<file path="src/rtl/cbm_pkg.sv">
package cbm_pkg;
    localparam logic [7:0] FRAME_SOC = 8'h55;
    localparam logic [7:0] FRAME_EOC = 8'hAA;
    localparam logic [7:0] RSP_SOR   = 8'hAA;
    localparam logic [7:0] RSP_EOR   = 8'h55;
    localparam logic [7:0] OPC_RST   = 8'h01;
    localparam logic [7:0] OPC_RD    = 8'h10;
    localparam logic [7:0] OPC_WR    = 8'h11;
    localparam logic [7:0] ST_RD_OK  = 8'h7F;
    localparam logic [7:0] ST_WR_OK  = 8'h7E;
    localparam logic [7:0] ST_RST_OK = 8'h7D;
    localparam logic [7:0] ST_UNK    = 8'hFE;
    localparam logic [7:0] ST_ERR    = 8'hFD;

    typedef enum logic [2:0] {
        E_HUNT, E_OPC, E_ARG, E_TAIL, E_EXEC, E_TXHI, E_TXLO
    } eng_state_t;
endpackage

</file>
<file path="src/rtl/cbm_rx_port.sv">
module cbm_rx_port (
    input  logic clk,
    input  logic rst_n,
    input  logic rx_syn,
    input  logic full,
    output logic rx_ack,
    output logic push
);
    logic ack_q;

    assign push   = rx_syn && !ack_q && !full;
    assign rx_ack = ack_q;

    always_ff @(posedge clk or negedge rst_n) begin
        if (!rst_n)      ack_q <= 1'b0;
        else if (push)   ack_q <= 1'b1;
        else if (!rx_syn) ack_q <= 1'b0;
    end

    // an acknowledge only ever answers an offered byte
    assert_ack_follows_syn_R2: assert property (@(posedge clk) disable iff (!rst_n)
        $rose(rx_ack) |-> $past(rx_syn));
    // a byte offered on a full queue is not acknowledged
    assert_hold_when_full_R2: assert property (@(posedge clk) disable iff (!rst_n)
        (rx_syn && full && !rx_ack) |=> !rx_ack);
endmodule

</file>
<file path="src/rtl/cbm_rx_fifo.sv">
module cbm_rx_fifo #(
    parameter int DEPTH = 4
) (
    input  logic       clk,
    input  logic       rst_n,
    input  logic       push,
    input  logic [7:0] push_data,
    input  logic       pop,
    output logic [7:0] head,
    output logic       empty,
    output logic       full
);
    localparam int PW = (DEPTH > 1) ? $clog2(DEPTH) : 1;
    localparam int CW = $clog2(DEPTH + 1);

    logic [7:0]    mem [DEPTH];
    logic [PW-1:0] wr_q, rd_q;
    logic [CW-1:0] cnt_q;

    assign empty = (cnt_q == '0);
    assign full  = (cnt_q == CW'(DEPTH));
    assign head  = mem[rd_q];

    function automatic logic [PW-1:0] bump(input logic [PW-1:0] p);
        return (p == PW'(DEPTH - 1)) ? '0 : p + 1'b1;
    endfunction

    always_ff @(posedge clk) begin
        if (push) mem[wr_q] <= push_data;
    end

    always_ff @(posedge clk or negedge rst_n) begin
        if (!rst_n) begin
            wr_q  <= '0;
            rd_q  <= '0;
            cnt_q <= '0;
        end else begin
            if (push) wr_q <= bump(wr_q);
            if (pop)  rd_q <= bump(rd_q);
            unique case ({push, pop})
                2'b10:   cnt_q <= cnt_q + 1'b1;
                2'b01:   cnt_q <= cnt_q - 1'b1;
                default: cnt_q <= cnt_q;
            endcase
        end
    end

    // the queue never takes a byte it has no room for
    assert_no_overflow_R2: assert property (@(posedge clk) disable iff (!rst_n)
        push |-> !full);
    assert_no_underflow_R2: assert property (@(posedge clk) disable iff (!rst_n)
        pop |-> !empty);
endmodule

</file>
<file path="src/rtl/cbm_engine.sv">
module cbm_engine
    import cbm_pkg::*;
#(
    parameter int ADDR_W = 16,
    parameter int DATA_W = 32
) (
    input  logic              clk,
    input  logic              rst_n,
    input  logic [7:0]        head,
    input  logic              empty,
    output logic              pop,
    output logic              tx_syn,
    output logic [7:0]        tx_data,
    input  logic              tx_ack,
    output logic              core_rst_n,
    output logic              core_cs,
    output logic              core_we,
    output logic [ADDR_W-1:0] core_addr,
    output logic [DATA_W-1:0] core_wdata,
    input  logic [DATA_W-1:0] core_rdata,
    input  logic              core_err
);
    localparam int ABYTES  = ADDR_W / 8;
    localparam int DBYTES  = DATA_W / 8;
    localparam int ARGW    = ADDR_W + DATA_W;
    localparam int RSP_MAX = 3 + DBYTES;
    localparam int CW      = $clog2(ABYTES + DBYTES + 1);
    localparam int IW      = $clog2(RSP_MAX + 1);

    eng_state_t        st_q, st_d;
    logic [7:0]        opc_q, status_q;
    logic [ARGW-1:0]   arg_q;
    logic [CW-1:0]     cnt_q, need;
    logic [DATA_W-1:0] rdat_q;
    logic [IW-1:0]     idx_q, len_q;
    logic              last_byte;

    assign need      = (opc_q == OPC_WR) ? CW'(ABYTES + DBYTES) : CW'(ABYTES);
    assign last_byte = (idx_q == len_q - IW'(1));

    // state register
    always_ff @(posedge clk or negedge rst_n) begin
        if (!rst_n) st_q <= E_HUNT;
        else        st_q <= st_d;
    end

    // transitions
    always_comb begin
        st_d = st_q;
        unique case (st_q)
            E_HUNT: if (!empty && head == FRAME_SOC) st_d = E_OPC;
            E_OPC: if (!empty) begin
                if (head == OPC_RST)                         st_d = E_TAIL;
                else if (head == OPC_RD || head == OPC_WR)   st_d = E_ARG;
                else                                         st_d = E_TXHI;
            end
            E_ARG:  if (!empty && cnt_q == need - CW'(1)) st_d = E_TAIL;
            E_TAIL: if (!empty) st_d = (head == FRAME_EOC) ? E_EXEC : E_TXHI;
            E_EXEC: st_d = E_TXHI;
            E_TXHI: if (tx_ack) st_d = E_TXLO;
            E_TXLO: if (!tx_ack) st_d = last_byte ? E_HUNT : E_TXHI;
            default: st_d = E_HUNT;
        endcase
    end

    // command and response registers
    always_ff @(posedge clk or negedge rst_n) begin
        if (!rst_n) begin
            opc_q    <= '0;
            status_q <= '0;
            arg_q    <= '0;
            cnt_q    <= '0;
            rdat_q   <= '0;
            idx_q    <= '0;
            len_q    <= IW'(3);
        end else begin
            unique case (st_q)
                E_OPC: if (!empty) begin
                    opc_q <= head;
                    cnt_q <= '0;
                    idx_q <= '0;
                    if (!(head == OPC_RST || head == OPC_RD || head == OPC_WR)) begin
                        status_q <= ST_UNK;
                        len_q    <= IW'(3);
                    end
                end
                E_ARG: if (!empty) begin
                    arg_q <= {arg_q[ARGW-9:0], head};
                    cnt_q <= cnt_q + 1'b1;
                end
                E_TAIL: if (!empty && head != FRAME_EOC) begin
                    status_q <= ST_UNK;
                    len_q    <= IW'(3);
                    idx_q    <= '0;
                end
                E_EXEC: begin
                    idx_q <= '0;
                    len_q <= IW'(3);
                    if (opc_q == OPC_RST)  status_q <= ST_RST_OK;
                    else if (core_err)     status_q <= ST_ERR;
                    else if (opc_q == OPC_RD) begin
                        status_q <= ST_RD_OK;
                        rdat_q   <= core_rdata;
                        len_q    <= IW'(RSP_MAX);
                    end else               status_q <= ST_WR_OK;
                end
                E_TXLO: if (!tx_ack) idx_q <= idx_q + 1'b1;
                default: ;
            endcase
        end
    end

    // outputs
    always_comb begin
        logic [DATA_W-1:0] sh;
        int                k;
        pop        = !empty && (st_q == E_HUNT || st_q == E_OPC ||
                                st_q == E_ARG  || st_q == E_TAIL);
        tx_syn     = (st_q == E_TXHI);
        core_cs    = (st_q == E_EXEC) && (opc_q != OPC_RST);
        core_we    = core_cs && (opc_q == OPC_WR);
        core_rst_n = !((st_q == E_EXEC) && (opc_q == OPC_RST));
        core_addr  = (opc_q == OPC_WR) ? arg_q[ARGW-1:DATA_W] : arg_q[ADDR_W-1:0];
        core_wdata = arg_q[DATA_W-1:0];
        k          = int'(idx_q) - 2;
        sh         = rdat_q >> (8 * (DBYTES - 1 - k));
        if (idx_q == '0)         tx_data = RSP_SOR;
        else if (last_byte)      tx_data = RSP_EOR;
        else if (idx_q == IW'(1)) tx_data = status_q;
        else                     tx_data = sh[7:0];
    end

    assert_cs_one_cycle_R5: assert property (@(posedge clk) disable iff (!rst_n)
        core_cs |=> !core_cs);
    assert_rst_one_cycle_R4: assert property (@(posedge clk) disable iff (!rst_n)
        !core_rst_n |=> core_rst_n);
    assert_cs_rst_apart_R11: assert property (@(posedge clk) disable iff (!rst_n)
        !(core_cs && !core_rst_n));
    assert_tx_hold_R10: assert property (@(posedge clk) disable iff (!rst_n)
        (tx_syn && !tx_ack) |=> (tx_syn && $stable(tx_data)));
    assert_tx_release_R10: assert property (@(posedge clk) disable iff (!rst_n)
        (tx_syn && tx_ack) |=> !tx_syn);
endmodule

</file>
<file path="src/rtl/cmd_bus_master.sv">
module cmd_bus_master #(
    parameter int ADDR_W   = 16,
    parameter int DATA_W   = 32,
    parameter int RX_DEPTH = 4
) (
    input  logic              clk,
    input  logic              rst_n,
    input  logic              rx_syn,
    input  logic [7:0]        rx_data,
    output logic              rx_ack,
    output logic              tx_syn,
    output logic [7:0]        tx_data,
    input  logic              tx_ack,
    output logic              core_rst_n,
    output logic              core_cs,
    output logic              core_we,
    output logic [ADDR_W-1:0] core_addr,
    output logic [DATA_W-1:0] core_wdata,
    input  logic [DATA_W-1:0] core_rdata,
    input  logic              core_err
);
    logic       push, pop, empty, full;
    logic [7:0] head;

    cbm_rx_port u_port (
        .clk(clk), .rst_n(rst_n), .rx_syn(rx_syn), .full(full),
        .rx_ack(rx_ack), .push(push)
    );

    cbm_rx_fifo #(.DEPTH(RX_DEPTH)) u_fifo (
        .clk(clk), .rst_n(rst_n), .push(push), .push_data(rx_data),
        .pop(pop), .head(head), .empty(empty), .full(full)
    );

    cbm_engine #(.ADDR_W(ADDR_W), .DATA_W(DATA_W)) u_eng (
        .clk(clk), .rst_n(rst_n), .head(head), .empty(empty), .pop(pop),
        .tx_syn(tx_syn), .tx_data(tx_data), .tx_ack(tx_ack),
        .core_rst_n(core_rst_n), .core_cs(core_cs), .core_we(core_we),
        .core_addr(core_addr), .core_wdata(core_wdata),
        .core_rdata(core_rdata), .core_err(core_err)
    );
endmodule

</file>
<file path="config.mk">
export PLATFORM = sky130hd
export DESIGN_NAME = cmd_bus_master
export DESIGN_NICKNAME = d
export VERILOG_FILES = /design/src/rtl/cbm_pkg.sv /design/src/rtl/cbm_rx_port.sv /design/src/rtl/cbm_rx_fifo.sv /design/src/rtl/cbm_engine.sv /design/src/rtl/cmd_bus_master.sv
export SDC_FILE = /design/constraint.sdc
export NUM_CORES = 1
export LEC_CHECK = 0
export ABC_CLOCK_PERIOD_IN_PS = 2100
export BUFFER_PORTS_ARGS = -buffer_cell sky130_fd_sc_hd__buf_4
export CORE_ASPECT_RATIO = 1.2
export CORE_MARGIN = 2
export CORE_UTILIZATION = 28
export CTS_CLUSTER_SIZE = 40
export DETAILED_ROUTE_END_ITERATION = 10
export PLACE_DENSITY = 0.45
export SLEW_MARGIN = 20
export SYNTH_ARGS = -nofsm -noshare
export SYNTH_HDL_FRONTEND = slang
export SYNTH_HIERARCHICAL = 1
export SYNTH_SLANG_ARGS = --single-unit
</file>
<file path="constraint.sdc">
create_clock -name clk -period 2.1 [get_ports clk]
set_input_delay 0.105 -clock clk [delete_from_list [all_inputs] [get_ports clk]]
set_output_delay 0.105 -clock clk [all_outputs]
set_load 0.005 [all_outputs]
</file>
==> results of run 1 <==
-- routing by layer --
| layer | wire, um | GRT usage (%) | part of all wire [%] | up-vias |
|---|---|---|---|---|
| li1 | - | - | - | 2279 |
| met2 | 8360 | 22.0 | 51 | 68 |
| met1 | 7230 | 16.3 | 44 | 2307 |
| met3 | 511 | 3.17 | 3.1 | 14 |
| met5 | 0 | 0 | 0 | - |
| met4 | 160 | 3.29 | 0.98 | 0 |
-- worst max-delay path, delay by kind of cell (launching register included) --
family | cells | cell delay, ns
multiplexers | 1 | 0.49
AO/OA/AOI/OAI | 2 | 0.43
buffers and inverters | 3 | 0.42
flip-flops | 1 | 0.41
AND/OR/NAND/NOR | 3 | 0.34
-- worst paths after layout --
| path | start | slack, ns | endpoint | cells after the start |
|---|---|---|---|---|
| min | core_err | 0.03 | u_eng/status_q[0]$_DFFE_PN0P_ | 3 |
| max | u_fifo/rd_q[0]$_DFFE_PN0P_ | -0.11 | u_eng/st_q[2]$_DFFE_PN0P_ | 9 |
| min in group asynchronous | rst_n | 0.06 | u_eng/rdat_q[13]$_DFFE_PN0P_ | 2 |
| min reg2reg | u_eng/arg_q[47]$_DFFE_PN0P_ | 0.48 | u_eng/arg_q[47]$_DFFE_PN0P_ | 2 |
| max reg2reg | u_fifo/rd_q[0]$_DFFE_PN0P_ | -0.11 | u_eng/st_q[2]$_DFFE_PN0P_ | 9 |
| max in group asynchronous | rst_n | 1.29 | u_eng/idx_q[2]$_DFFE_PN0P_ | 3 |
-- sequential cells by signal, summed over array words and instances, names as in the netlist, 2 cells and up --
name / count
u_eng/st_q: 3
u_eng/opc_q: 8
u_eng/status_q: 4
u_eng/rdat_q: 32
u_eng/arg_q: 48
u_fifo/cnt_q: 3
u_eng/cnt_q: 3
u_fifo/wr_q: 2
u_eng/idx_q: 3
u_fifo/mem: 32
u_fifo/rd_q: 2
-- cells by family after synthesis --
kind of cell	Yosys count	share of synthesized area (%)
AO/OA/AOI/OAI	44	4.24
XOR/XNOR	6	0.764
adder cells (fa/ha/maj)	15	2.84
buffers and inverters	70	6.26
flip-flops	142	54.0
multiplexers	76	16.6
AND/OR/NAND/NOR	221	15.3
-- placed cells by master, fill, tap and decap left out, drive strengths merged, types with 3 or more instances in the layout --
cell type    synthesis  final
a21oi                4      4
a31oi                6      6
and2                 4      4
and3                 4      4
buf                 46    163
clkbuf               9     21
clkinv               0      5
dfrtp              110    110
dlygate4sd3          0     42
edfxtp              32     32
ha                  14     14
inv                 15     17
mux2                58     58
mux4                16     16
nand2              160    160
nand3                8      8
nor2                15     15
nor2b                5      5
nor3                 7      7
nor3b                3      3
o21ai               15     15
o2bb2ai              3      3
or2                  3      3
xor2                 4      4
-- stage by stage --
stage,power (mW),instance area (sq um)
3_5_place_dp,7.91,7990
4_1_cts,11.3,9230
6_report,11.3,9410
3_3_place_gp,7.79,7990
5_1_grt,12.1,9410
2_1_floorplan,6.47,6880
-- timing repair --
| item | 4_1_cts | 5_1_grt |
|---|---|---|
| hold buffers | 42 | 0 |
| pin swaps | 9 | 13 |
| hold endpoints to repair | 175 | 0 |
| setup endpoints to repair | 37 | 22 |
| buffers inserted | 16 | 10 |
| resized for setup | 28 | 23 |
-- power by group through the flow --
stage | sequential [mW] | clock (mW) | combinational [mW]
after floorplan | 3.94 | 0 | 2.52
after global placement | 4.16 | 0 | 3.63
after detailed placement | 4.20 | 0 | 3.72
after CTS | 4.13 | 3.15 | 4.06
after global routing | 4.23 | 3.27 | 4.60
final | 4.13 | 3.05 | 4.16
-- final cells by class --
type	instances	area, sq um
clock buffer	21	475
clock inverter	11	130
fill	2380	14600
inverter	15	56.3
multi-input combinational	362	2920
sequential	142	3720
tap	320	400
timing repair buffer	205	1710
==> flow_results.xml, run 1 <==
<?xml version="1.0" encoding="UTF-8"?>
<metrics>
  <group name="timing">
    <metric name="totalNegativeSetupSlack" unit="ns">-0.652</metric>
    <metric name="finalWorstSetupSlack" unit="ns">-0.113</metric>
    <metric name="rsz0062_at_grt" unit="">yes</metric>
    <metric name="maxSlewViolCount" unit="">0</metric>
    <metric name="period_needed" unit="ns">2.21</metric>
    <metric name="tightest_slew" unit="ns">0.533</metric>
    <metric name="final-setup-viol-count" unit="">11</metric>
    <metric name="fmaxAchievable" unit="MHz">452</metric>
    <metric name="finalCritPeriodShare" unit="%">105</metric>
    <metric name="holdWs" unit="ns">0.0330</metric>
    <metric name="timing.slew.headroom" unit="%">64.5</metric>
    <metric name="timing.clock.skew" unit="ns">0.0126</metric>
    <metric name="hold_viol" unit="">0</metric>
  </group>
  <group name="power">
    <metric name="ir_drop" unit="V">0.000564</metric>
    <metric name="intPower" unit="mW">7.62</metric>
    <metric name="p_sw_share" unit="%">32.8</metric>
    <metric name="part_of_the_total_power_dissipated_in_combinational_logic" unit="%">36.7</metric>
    <metric name="p_leak" unit="nW">4.40</metric>
    <metric name="p_switching" unit="mW">3.71</metric>
    <metric name="seq_power_share" unit="%">36.4</metric>
    <metric name="clockPowerShare" unit="%">26.9</metric>
    <metric name="pwr_density_cell" unit="mW/mm^2">1200</metric>
  </group>
  <group name="routing">
    <metric name="drtAntennaViolNets" unit="">0</metric>
    <metric name="route.final.wire_length" unit="um">16300</metric>
    <metric name="drt-vias-per-instance" unit="">4.34</metric>
    <metric name="initialDrtViolationCount" unit="">201</metric>
    <metric name="vias" unit="">4668</metric>
    <metric name="average_wire_per_cell_in_the_routed_design" unit="um">15.1</metric>
    <metric name="drt-pass1-iter-count" unit="">4</metric>
    <metric name="drc_errors" unit="">0</metric>
  </group>
  <group name="logic_synthesis">
    <metric name="ys_dominant_reg_cell" unit="">sky130_fd_sc_hd__dfrtp_1</metric>
    <metric name="synth_sequential_area_ratio" unit="%">54.0</metric>
    <metric name="synth.cell_area" unit="sq mm">0.00688</metric>
    <metric name="synth_top_cells_by_area" unit="">sky130_fd_sc_hd__dfrtp_1 (40%), sky130_fd_sc_hd__edfxtp_1 (14%), sky130_fd_sc_hd__nand2_1 (8.7%)</metric>
    <metric name="synth.avg_cell_area" unit="sq um">12.0</metric>
    <metric name="synthesis.instances" unit="">574</metric>
    <metric name="synthArstFlopShare" unit="%">77.5</metric>
    <metric name="synthDominantCellAreaShare" unit="%">40.0</metric>
    <metric name="ys_top_cells_by_count" unit="">sky130_fd_sc_hd__nand2_1 (160), sky130_fd_sc_hd__dfrtp_1 (110), sky130_fd_sc_hd__buf_4 (34), sky130_fd_sc_hd__edfxtp_1 (32)</metric>
    <metric name="synth-seq-cells" unit="">142</metric>
    <metric name="count_of_unique_library_cells_instantiated_by_yosys" unit="">58</metric>
    <metric name="yosys.cell_count.top_type" unit="">sky130_fd_sc_hd__nand2_1</metric>
    <metric name="synth_top_cell_by_area" unit="">sky130_fd_sc_hd__dfrtp_1</metric>
    <metric name="syn_nets" unit="">634</metric>
    <metric name="yosysWarnings" unit="">6</metric>
    <metric name="synth_edf_count" unit="">32</metric>
  </group>
  <group name="floorplanning">
    <metric name="initial_utilization" unit="%">28.6</metric>
    <metric name="fp.coreArea" unit="sq mm">0.0240</metric>
    <metric name="dieArea" unit="sq mm">0.0258</metric>
    <metric name="die_width" unit="um">147</metric>
    <metric name="die-height" unit="um">176</metric>
    <metric name="pin_count" unit="">106</metric>
    <metric name="number_of_placement_rows" unit="">62</metric>
  </group>
  <group name="layout">
    <metric name="nets" unit="">803</metric>
    <metric name="utilization" unit="%">39.1</metric>
    <metric name="insertedDiodeCount" unit="">0</metric>
    <metric name="finish.cell_count_without_fillers" unit="">1076</metric>
    <metric name="synthToLayoutAreaGrowth" unit="%">36.8</metric>
    <metric name="final_layout_size_suffix_gt1_share" unit="%">41.3</metric>
  </group>
  <group name="grt">
    <metric name="maximum_number_of_pins_on_one_net_before_global_route_repair" unit="">66</metric>
    <metric name="antenna_violations_before_repair" unit="">0</metric>
    <metric name="first_global_vias" unit="">4874</metric>
    <metric name="globalRouteTotalUtil" unit="%">12.9</metric>
    <metric name="globalRouteOverflowTotal" unit="">0</metric>
    <metric name="first_pass_grt_wire_length" unit="um">26300</metric>
  </group>
  <group name="placement">
    <metric name="numPortBuffers" unit="">105</metric>
    <metric name="gp_congestion" unit="">0.771</metric>
    <metric name="hpwlAfterDp" unit="um">11200</metric>
    <metric name="pre_cts_ws" unit="ns">-0.272</metric>
    <metric name="dp.cells" unit="">977</metric>
  </group>
  <group name="clock_tree">
    <metric name="cts.reportedPaths.clkPinSlew" unit="ns">0.06</metric>
    <metric name="tritoncts.num_buffers" unit="">17</metric>
    <metric name="cts.root.buffer_cell" unit="">sky130_fd_sc_hd__clkbuf_16</metric>
    <metric name="clkLatencyLatePin" unit="ns">0.42</metric>
    <metric name="ctsLongestPathBuffers" unit="">2</metric>
    <metric name="htreeDepth" unit="">4</metric>
    <metric name="clock_tree_from_tritoncts" unit="">built</metric>
    <metric name="cts_sinks" unit="">142</metric>
  </group>
  <group name="setup_path">
    <metric name="cp_slowest_cell" unit="">sky130_fd_sc_hd__mux4_2</metric>
    <metric name="worst_setup_path_start_kind" unit="">flop</metric>
    <metric name="required" unit="ns">2.41</metric>
    <metric name="cp_common_cell" unit="">sky130_fd_sc_hd__buf_4</metric>
    <metric name="cp_slowest_stage_delay" unit="ns">0.49</metric>
    <metric name="timing.setup.critical_path_class" unit="">flop to flop</metric>
    <metric name="end_kind" unit="">flop</metric>
    <metric name="critical_path.max_fanout" unit="">4</metric>
    <metric name="cp_cell_sequence" unit="">buf_4, buf_4, mux4_2, nor2_4, nand3b_1, buf_4, o21a_1, nor2_1, o41ai_2</metric>
    <metric name="worstPathArrival" unit="ns">2.52</metric>
  </group>
  <group name="job">
    <metric name="drv_cap" unit="">0</metric>
  </group>
  <group name="status">
    <metric name="violated_checks" unit="">setup timing</metric>
    <metric name="run_status" unit="">complete, but fails checks</metric>
  </group>
  <group name="worst_hold_path">
    <metric name="worst_hold_path_type" unit="">input port to flop</metric>
  </group>
</metrics>
Note: power is estimated with default switching activity, not from simulation.
==> inputs of run 2 (changes only) <==
- ABC_CLOCK_PERIOD_IN_PS: 2100 -> 2730
- PLACE_DENSITY: 0.45 -> 0.43
- clock period: 2.1 -> 2.73 ns (I/O delays scaled with it)
==> run 2 against run 1 <==
  * Combinational power shrank 38%
  * Critical endpoint is now u_eng/status_q[6]$_DFFE_PN0P_
  * Count of clock-buffer cells in the layout down 3
  * Total power shrank 28%
  * Sequential power down 22%
  * Largest power group is now sequential cells
  * Die area stayed put
  * Via count decreased by 2.6%
  * Register-to-register slack improved by 0.38 ns
  * Hold slack better by 0.014 ns
  * The flow now finishes without violations
  * Non-clock buffer count fell by 49
==> flow_results.xml, run 2 (same netlist as run 1, synthesis figures left out) <==
<?xml version="1.0" encoding="UTF-8"?>
<metrics>
  <group name="routing">
    <metric name="drc_errors" unit="">0</metric>
    <metric name="drtAntennaViolNets" unit="">0</metric>
    <metric name="drt-pass1-iter-count" unit="">4</metric>
    <metric name="routed-wl-met3" unit="um">517</metric>
    <metric name="route.final.wire_length" unit="um">15900</metric>
    <metric name="vias" unit="">4545</metric>
    <metric name="drt-vias-per-instance" unit="">4.43</metric>
    <metric name="average_wire_per_cell_in_the_routed_design" unit="um">15.5</metric>
    <metric name="met1Wirelength" unit="um">7080</metric>
    <metric name="initialDrtViolationCount" unit="">229</metric>
    <metric name="met2WireLength" unit="um">8050</metric>
    <metric name="highest_layer" unit="">met4</metric>
  </group>
  <group name="placement">
    <metric name="gp_congestion" unit="">0.735</metric>
    <metric name="hpwlAfterDp" unit="um">11000</metric>
    <metric name="placement.cell_area" unit="sq mm">0.00780</metric>
    <metric name="numPortBuffers" unit="">105</metric>
    <metric name="pre_cts_ws" unit="ns">0.145</metric>
    <metric name="dp.cells" unit="">953</metric>
  </group>
  <group name="timing">
    <metric name="totalNegativeSetupSlack" unit="ns">0</metric>
    <metric name="maxSlewViolCount" unit="">0</metric>
    <metric name="finalCritPeriodShare" unit="%">90.3</metric>
    <metric name="timing.slew.headroom" unit="%">39.7</metric>
    <metric name="rsz0062_at_grt" unit="">no</metric>
    <metric name="fmaxAchievable" unit="MHz">405</metric>
    <metric name="period_needed" unit="ns">2.47</metric>
    <metric name="tightest_slew" unit="ns">0.904</metric>
    <metric name="finalWorstSetupSlack" unit="ns">0.264</metric>
    <metric name="hold_viol" unit="">0</metric>
    <metric name="final-setup-viol-count" unit="">0</metric>
    <metric name="timing.clock.skew" unit="ns">0.0144</metric>
  </group>
  <group name="floorplanning">
    <metric name="die_width" unit="um">147</metric>
    <metric name="initial_utilization" unit="%">28.6</metric>
    <metric name="number_of_placement_rows" unit="">62</metric>
    <metric name="die-height" unit="um">176</metric>
    <metric name="dieArea" unit="sq mm">0.0258</metric>
    <metric name="fp.coreArea" unit="sq mm">0.0240</metric>
    <metric name="pin_count" unit="">106</metric>
  </group>
  <group name="layout">
    <metric name="largest_register_ff_count" unit="">48</metric>
    <metric name="final_layout_size_suffix_gt1_share" unit="%">33.5</metric>
    <metric name="insertedDiodeCount" unit="">0</metric>
    <metric name="stdcell_area" unit="sq mm">0.00882</metric>
    <metric name="top_register_by_number_of_flip_flops" unit="">u_eng/arg_q</metric>
    <metric name="synthToLayoutAreaGrowth" unit="%">28.3</metric>
    <metric name="nets" unit="">754</metric>
    <metric name="layout.cells.most_common_list" unit="">sky130_fd_sc_hd__nand2_1 (159), sky130_fd_sc_hd__buf_4 (112), sky130_fd_sc_hd__dfrtp_1 (109)</metric>
    <metric name="finish.cell_count_without_fillers" unit="">1027</metric>
    <metric name="biggestRegsByFlops" unit="">u_eng/arg_q (48), u_eng/rdat_q (32), u_fifo/mem (32)</metric>
    <metric name="most_common_cell_after_layout_fill_and_taps_aside" unit="">sky130_fd_sc_hd__nand2_1</metric>
  </group>
  <group name="status">
    <metric name="run_status" unit="">complete, no violations</metric>
  </group>
  <group name="worst_hold_path">
    <metric name="worst_hold_path_type" unit="">input port to flop</metric>
  </group>
  <group name="power">
    <metric name="clockPowerShare" unit="%">28.7</metric>
    <metric name="p_leak" unit="nW">4.13</metric>
    <metric name="seq_power_share" unit="%">39.9</metric>
    <metric name="overall_power_after_layout" unit="mW">8.14</metric>
    <metric name="intPower" unit="mW">5.32</metric>
    <metric name="ir_drop" unit="V">0.000377</metric>
    <metric name="p_switching" unit="mW">2.82</metric>
    <metric name="pwr_density_cell" unit="mW/mm^2">922</metric>
    <metric name="part_of_the_total_power_dissipated_in_combinational_logic" unit="%">31.4</metric>
    <metric name="p_sw_share" unit="%">34.6</metric>
  </group>
  <group name="setup_path">
    <metric name="end_kind" unit="">flop</metric>
    <metric name="critical_path.max_fanout" unit="">9</metric>
    <metric name="timing.setup.critical_path_class" unit="">flop to flop</metric>
    <metric name="timing.reg2reg.setup_slack" unit="ns">0.26</metric>
    <metric name="worst_setup_path_start_kind" unit="">flop</metric>
    <metric name="required" unit="ns">3.03</metric>
    <metric name="worstPathArrival" unit="ns">2.77</metric>
  </group>
  <group name="clock_tree">
    <metric name="htreeDepth" unit="">4</metric>
    <metric name="tritoncts.num_buffers" unit="">17</metric>
    <metric name="clock_tree_from_tritoncts" unit="">built</metric>
    <metric name="ctsLongestPathBuffers" unit="">2</metric>
    <metric name="cts.reportedPaths.clkPinSlew" unit="ns">0.07</metric>
    <metric name="cts_sinks" unit="">142</metric>
    <metric name="cts.root.buffer_cell" unit="">sky130_fd_sc_hd__clkbuf_16</metric>
    <metric name="postCtsSetupBuffers" unit="">0</metric>
    <metric name="clkLatencyLatePin" unit="ns">0.43</metric>
  </group>
  <group name="grt">
    <metric name="antenna_violations_before_repair" unit="">0</metric>
    <metric name="maximum_number_of_pins_on_one_net_before_global_route_repair" unit="">69</metric>
    <metric name="globalRouteTotalUtil" unit="%">12.7</metric>
    <metric name="first_global_vias" unit="">4725</metric>
    <metric name="globalRouteOverflowTotal" unit="">0</metric>
    <metric name="first_pass_grt_wire_length" unit="um">25800</metric>
  </group>
  <group name="job">
    <metric name="drv_cap" unit="">0</metric>
  </group>
</metrics>
## run 2: worst paths after layout
| path | from | endpoint | cells after the start |
|---|---|---|---|
| min in group asynchronous | rst_n | u_eng/arg_q[36]$_DFFE_PN0P_ | 2 |
| max in group asynchronous | rst_n | u_eng/rdat_q[2]$_DFFE_PN0P_ | 3 |
| setup / recovery | u_fifo/rd_q[0]$_DFFE_PN0P_ | u_eng/status_q[6]$_DFFE_PN0P_ | 7 |
| setup reg to reg | u_fifo/rd_q[0]$_DFFE_PN0P_ | u_eng/status_q[6]$_DFFE_PN0P_ | 7 |
| hold / removal | core_err | u_eng/status_q[0]$_DFFE_PN0P_ | 3 |
| hold reg to reg | u_eng/arg_q[40]$_DFFE_PN0P_ | u_eng/arg_q[40]$_DFFE_PN0P_ | 2 |
## run 2: routing by layer
layer / vias to the layer above / global-route usage [%]
li1: 2189 / -
met1: 2247 / 16.3
met2: 91 / 21.7
met3: 18 / 2.57
met4: 0 / 4.09
met5: - / 0
## run 2: repair_timing
item                                    CTS  global route
endpoints found under the setup margin    0             7
gates resized for setup                   0             2
hold endpoints to repair                132             0
hold buffers                             42             0
## run 2: layout make-up
cell class,instances,area (sq um)
sequential,142,3710
multi-input combinational,362,2750
inverter,15,56.3
clock buffer,18,450
clock inverter,14,150
fill,2386,15200
timing repair buffer,156,1300
tap,320,400
## run 2: worst max-delay path: stages (launching register included)
cell and delay [ns]:
sky130_fd_sc_hd__dfrtp_2 0.51, sky130_fd_sc_hd__buf_4 0.19, sky130_fd_sc_hd__mux4_2 0.55, sky130_fd_sc_hd__nor2_1 0.23, sky130_fd_sc_hd__nand3b_1 0.16, sky130_fd_sc_hd__o31ai_1 0.23
sky130_fd_sc_hd__a31oi_1 0.21, sky130_fd_sc_hd__or2_1 0.26
## run 2: power by group through the flow
stage                     logic [mW]  registers (mW)  clock network, mW
final                           2.56            3.24               2.34
after global routing            2.84            3.34               2.51
after CTS                       2.60            3.26               2.42
after detailed placement        2.54            3.30                  0
after global placement          2.49            3.27                  0
after floorplan                 1.94            3.03                  0
## run 2: per-stage QoR
stage | hold WS, ns | util, %
6_report | 0.0468 | 36.7
5_1_grt | 0.0554 | 36.7
4_1_cts | 0.0241 | 36.7
3_5_place_dp | 0.331 | 32.4
3_3_place_gp | 0.325 | 32.4
2_1_floorplan | -0.159 | -
==> inputs of run 3 (changes only) <==
- ABC_CLOCK_PERIOD_IN_PS: 2730 -> 2210
- PLACE_DENSITY: 0.43 -> 0.45
- clock period: 2.73 -> 2.21 ns (I/O delays scaled with it)
==> run 3 against run 2 <==
  * The flow now finishes with violations (setup timing)
  * Highest routed layer unchanged
  * Cell count is 2.3% higher
  * Combinational power is 41% higher
  * Worst setup slack worse by 0.34 ns
  * Wire length is 2.5% higher
  * Total power is 30% higher
  * Fmax is 7.9% higher
  * Critical path depth is 1 lower
==> flow_results.xml, run 3 (same netlist as run 1, synthesis figures left out) <==
<?xml version="1.0" encoding="UTF-8"?>
<metrics>
  <group name="status">
    <metric name="run_status" unit="">complete, but fails checks</metric>
    <metric name="violated_checks" unit="">setup timing</metric>
  </group>
  <group name="setup_path">
    <metric name="timing.reg2reg.setup_slack" unit="ns">-0.08</metric>
    <metric name="r2r-start" unit="">u_fifo/rd_q[0]$_DFFE_PN0P_</metric>
    <metric name="cp_slowest_stage_delay" unit="ns">0.60</metric>
    <metric name="worst-path-buf-inv" unit="">0</metric>
    <metric name="critical_path.max_fanout" unit="">7</metric>
    <metric name="worstPathArrival" unit="ns">2.58</metric>
    <metric name="required" unit="ns">2.51</metric>
    <metric name="cp_slowest_cell" unit="">sky130_fd_sc_hd__mux4_2</metric>
    <metric name="timing.critical_path.max_delay_family" unit="">simple AND/OR/NAND/NOR gates</metric>
    <metric name="r2r_end" unit="">u_eng/status_q[6]$_DFFE_PN0P_</metric>
    <metric name="crit_start" unit="">u_fifo/rd_q[0]$_DFFE_PN0P_</metric>
    <metric name="timing.setup.critical_path_class" unit="">flop to flop</metric>
    <metric name="end_kind" unit="">flop</metric>
    <metric name="cp_cell_sequence" unit="">mux4_2, nor4_4, nand3b_1, o31ai_2, a31oi_2, or2_1</metric>
    <metric name="reg2reg_depth" unit="">6</metric>
    <metric name="worst_setup_path_start_kind" unit="">flop</metric>
  </group>
  <group name="grt">
    <metric name="globalRouteTotalUtil" unit="%">12.9</metric>
    <metric name="first_pass_grt_wire_length" unit="um">26300</metric>
    <metric name="first_global_vias" unit="">4970</metric>
    <metric name="maximum_number_of_pins_on_one_net_before_global_route_repair" unit="">63</metric>
    <metric name="globalRouteOverflowTotal" unit="">0</metric>
    <metric name="antenna_violations_before_repair" unit="">0</metric>
  </group>
  <group name="layout">
    <metric name="nets" unit="">778</metric>
    <metric name="final_layout_size_suffix_gt1_share" unit="%">37.6</metric>
    <metric name="stdcell_area" unit="sq mm">0.00911</metric>
    <metric name="top_register_by_number_of_flip_flops" unit="">u_eng/arg_q</metric>
    <metric name="layout.cells.most_common_list" unit="">sky130_fd_sc_hd__nand2_1 (159), sky130_fd_sc_hd__buf_4 (133), sky130_fd_sc_hd__dfrtp_1 (108)</metric>
    <metric name="combined_area_of_the_multi_input_logic_cells" unit="sq mm">0.00282</metric>
    <metric name="finish.cell_count_without_fillers" unit="">1051</metric>
    <metric name="final.fill_count" unit="">2375</metric>
    <metric name="most_common_cell_after_layout_fill_and_taps_aside" unit="">sky130_fd_sc_hd__nand2_1</metric>
    <metric name="synthToLayoutAreaGrowth" unit="%">32.4</metric>
    <metric name="biggestRegsByFlops" unit="">u_eng/arg_q (48), u_eng/rdat_q (32), u_fifo/mem (32)</metric>
    <metric name="insertedDiodeCount" unit="">0</metric>
    <metric name="largest_register_ff_count" unit="">48</metric>
    <metric name="ff_latch_area" unit="sq mm">0.00372</metric>
  </group>
  <group name="job">
    <metric name="drv_cap" unit="">0</metric>
  </group>
  <group name="placement">
    <metric name="placement.cell_area" unit="sq mm">0.00793</metric>
    <metric name="hpwlAfterDp" unit="um">11200</metric>
    <metric name="gp_congestion" unit="">0.764</metric>
    <metric name="numPortBuffers" unit="">105</metric>
    <metric name="pre_cts_ws" unit="ns">-0.256</metric>
    <metric name="dp.cells" unit="">970</metric>
  </group>
  <group name="clock_tree">
    <metric name="cts_sinks" unit="">142</metric>
    <metric name="ctsLongestPathBuffers" unit="">2</metric>
    <metric name="tritoncts.num_buffers" unit="">17</metric>
    <metric name="htreeDepth" unit="">4</metric>
    <metric name="cts.reportedPaths.clkPinSlew" unit="ns">0.07</metric>
    <metric name="cts.root.buffer_cell" unit="">sky130_fd_sc_hd__clkbuf_16</metric>
    <metric name="clkLatencyLatePin" unit="ns">0.42</metric>
    <metric name="clock_tree_from_tritoncts" unit="">built</metric>
  </group>
  <group name="worst_hold_path">
    <metric name="number_of_stages_on_the_worst_hold_path" unit="">3</metric>
    <metric name="worst_hold_path_type" unit="">input port to flop</metric>
    <metric name="min_delay_worst_endpoint" unit="">u_eng/status_q[0]$_DFFE_PN0P_</metric>
    <metric name="min_delay_startpoint" unit="">core_err</metric>
  </group>
  <group name="routing">
    <metric name="drc_errors" unit="">0</metric>
    <metric name="drt-pass1-iter-count" unit="">6</metric>
    <metric name="initialDrtViolationCount" unit="">180</metric>
    <metric name="route.final.wire_length" unit="um">16300</metric>
    <metric name="drtAntennaViolNets" unit="">0</metric>
    <metric name="drt-vias-per-instance" unit="">4.45</metric>
    <metric name="vias" unit="">4675</metric>
    <metric name="average_wire_per_cell_in_the_routed_design" unit="um">15.5</metric>
  </group>
  <group name="timing">
    <metric name="period_needed" unit="ns">2.29</metric>
    <metric name="final-setup-viol-count" unit="">7</metric>
    <metric name="finalWorstSetupSlack" unit="ns">-0.0757</metric>
    <metric name="totalNegativeSetupSlack" unit="ns">-0.238</metric>
    <metric name="finalCritPeriodShare" unit="%">103</metric>
    <metric name="hold_viol" unit="">0</metric>
    <metric name="maxSlewViolCount" unit="">0</metric>
    <metric name="timing.slew.headroom" unit="%">58.4</metric>
    <metric name="tightest_slew" unit="ns">0.624</metric>
    <metric name="rsz0062_at_grt" unit="">yes</metric>
    <metric name="fmaxAchievable" unit="MHz">438</metric>
    <metric name="timing.clock.skew" unit="ns">0.0121</metric>
  </group>
  <group name="floorplanning">
    <metric name="die-height" unit="um">176</metric>
    <metric name="dieArea" unit="sq mm">0.0258</metric>
    <metric name="initial_utilization" unit="%">28.6</metric>
    <metric name="die_width" unit="um">147</metric>
    <metric name="pin_count" unit="">106</metric>
    <metric name="number_of_placement_rows" unit="">62</metric>
    <metric name="fp.coreArea" unit="sq mm">0.0240</metric>
  </group>
  <group name="power">
    <metric name="p_leak" unit="nW">4.28</metric>
    <metric name="overall_power_after_layout" unit="mW">10.6</metric>
    <metric name="pwr_density_cell" unit="mW/mm^2">1160</metric>
    <metric name="ir_drop" unit="V">0.000553</metric>
  </group>
</metrics>
-- run 3: cell types whose count changed in the layout (fill, tap and decap cells not counted), moves of 2 or more --
cell,previous run,this run
sky130_fd_sc_hd__nor2_1,15,12
sky130_fd_sc_hd__inv_8,5,3
sky130_fd_sc_hd__buf_4,112,133
sky130_fd_sc_hd__nor3_1,4,2
sky130_fd_sc_hd__nor3_2,0,2
sky130_fd_sc_hd__nor2_2,0,2
sky130_fd_sc_hd__buf_6,0,2
sky130_fd_sc_hd__inv_6,7,5
sky130_fd_sc_hd__o21ai_0,14,11
sky130_fd_sc_hd__o21ai_1,1,3
sky130_fd_sc_hd__clkinv_8,2,0
sky130_fd_sc_hd__bufinv_16,0,2
sky130_fd_sc_hd__inv_4,0,3
-- run 3: metrics by stage --
stage | hold WS [ns] | util [%]
floorplan | -0.185 | -
global placement | -0.0773 | 33.0
detailed placement | -0.0785 | 33.0
CTS | 0.00354 | 37.5
global route | 0.0113 | 37.9
finish | 0.0184 | 37.9
-- run 3: where the power goes --
group	leakage (nW)	switching [mW]	internal, mW
clock	0.308	1.23	1.78
sequential	1.75	0.631	3.32
combinational	2.22	1.68	1.93
total	4.28	3.54	7.02
-- run 3: area by class of cell --
class | instances | area share (%)
multi-input combinational | 362 | 30.9
tap | 320 | 4.40
timing repair buffer | 180 | 16.5
clock buffer | 18 | 4.95
clock inverter | 14 | 1.81
sequential | 142 | 40.8
inverter | 15 | 0.618
-- run 3: worst max path at each step --
| stage | to | cells after the start |
|---|---|---|
| global route | u_eng/status_q[6]$_DFFE_PN0P_ | 6 |
| detailed placement | u_eng/status_q[6]$_DFFE_PN0P_ | 7 |
| CTS | u_eng/status_q[6]$_DFFE_PN0P_ | 6 |
| floorplan | u_eng/status_q[6]$_DFFE_PN0P_ | 7 |
| global placement | u_eng/status_q[6]$_DFFE_PN0P_ | 7 |
| finish | u_eng/status_q[6]$_DFFE_PN0P_ | 6 |
-- run 3: worst register-to-register path: stages, from the launching register on --
cell and delay (ns):
sky130_fd_sc_hd__dfrtp_2 0.46, sky130_fd_sc_hd__mux4_2 0.60, sky130_fd_sc_hd__nor4_4 0.34, sky130_fd_sc_hd__nand3b_1 0.17, sky130_fd_sc_hd__o31ai_2 0.22, sky130_fd_sc_hd__a31oi_2 0.16
sky130_fd_sc_hd__or2_1 0.23
-- run 3: repair_timing --
item                                    in CTS  in global routing
pin swaps                                    4                  9
endpoints found under the setup margin      34                 41
gates cloned                                 0                  0
setup buffers                                2                  5
resized for setup                           11                 13
endpoints found under the hold margin      175                  0
hold buffers                                42                  0
-- run 3: per-layer routing --
metal	wire length, um	up-vias	GRT usage (%)
met5	0	-	0
met4	168	0	3.65
met3	571	11	2.94
met2	8460	86	22.4
met1	7060	2340	15.9
li1	-	2238	-
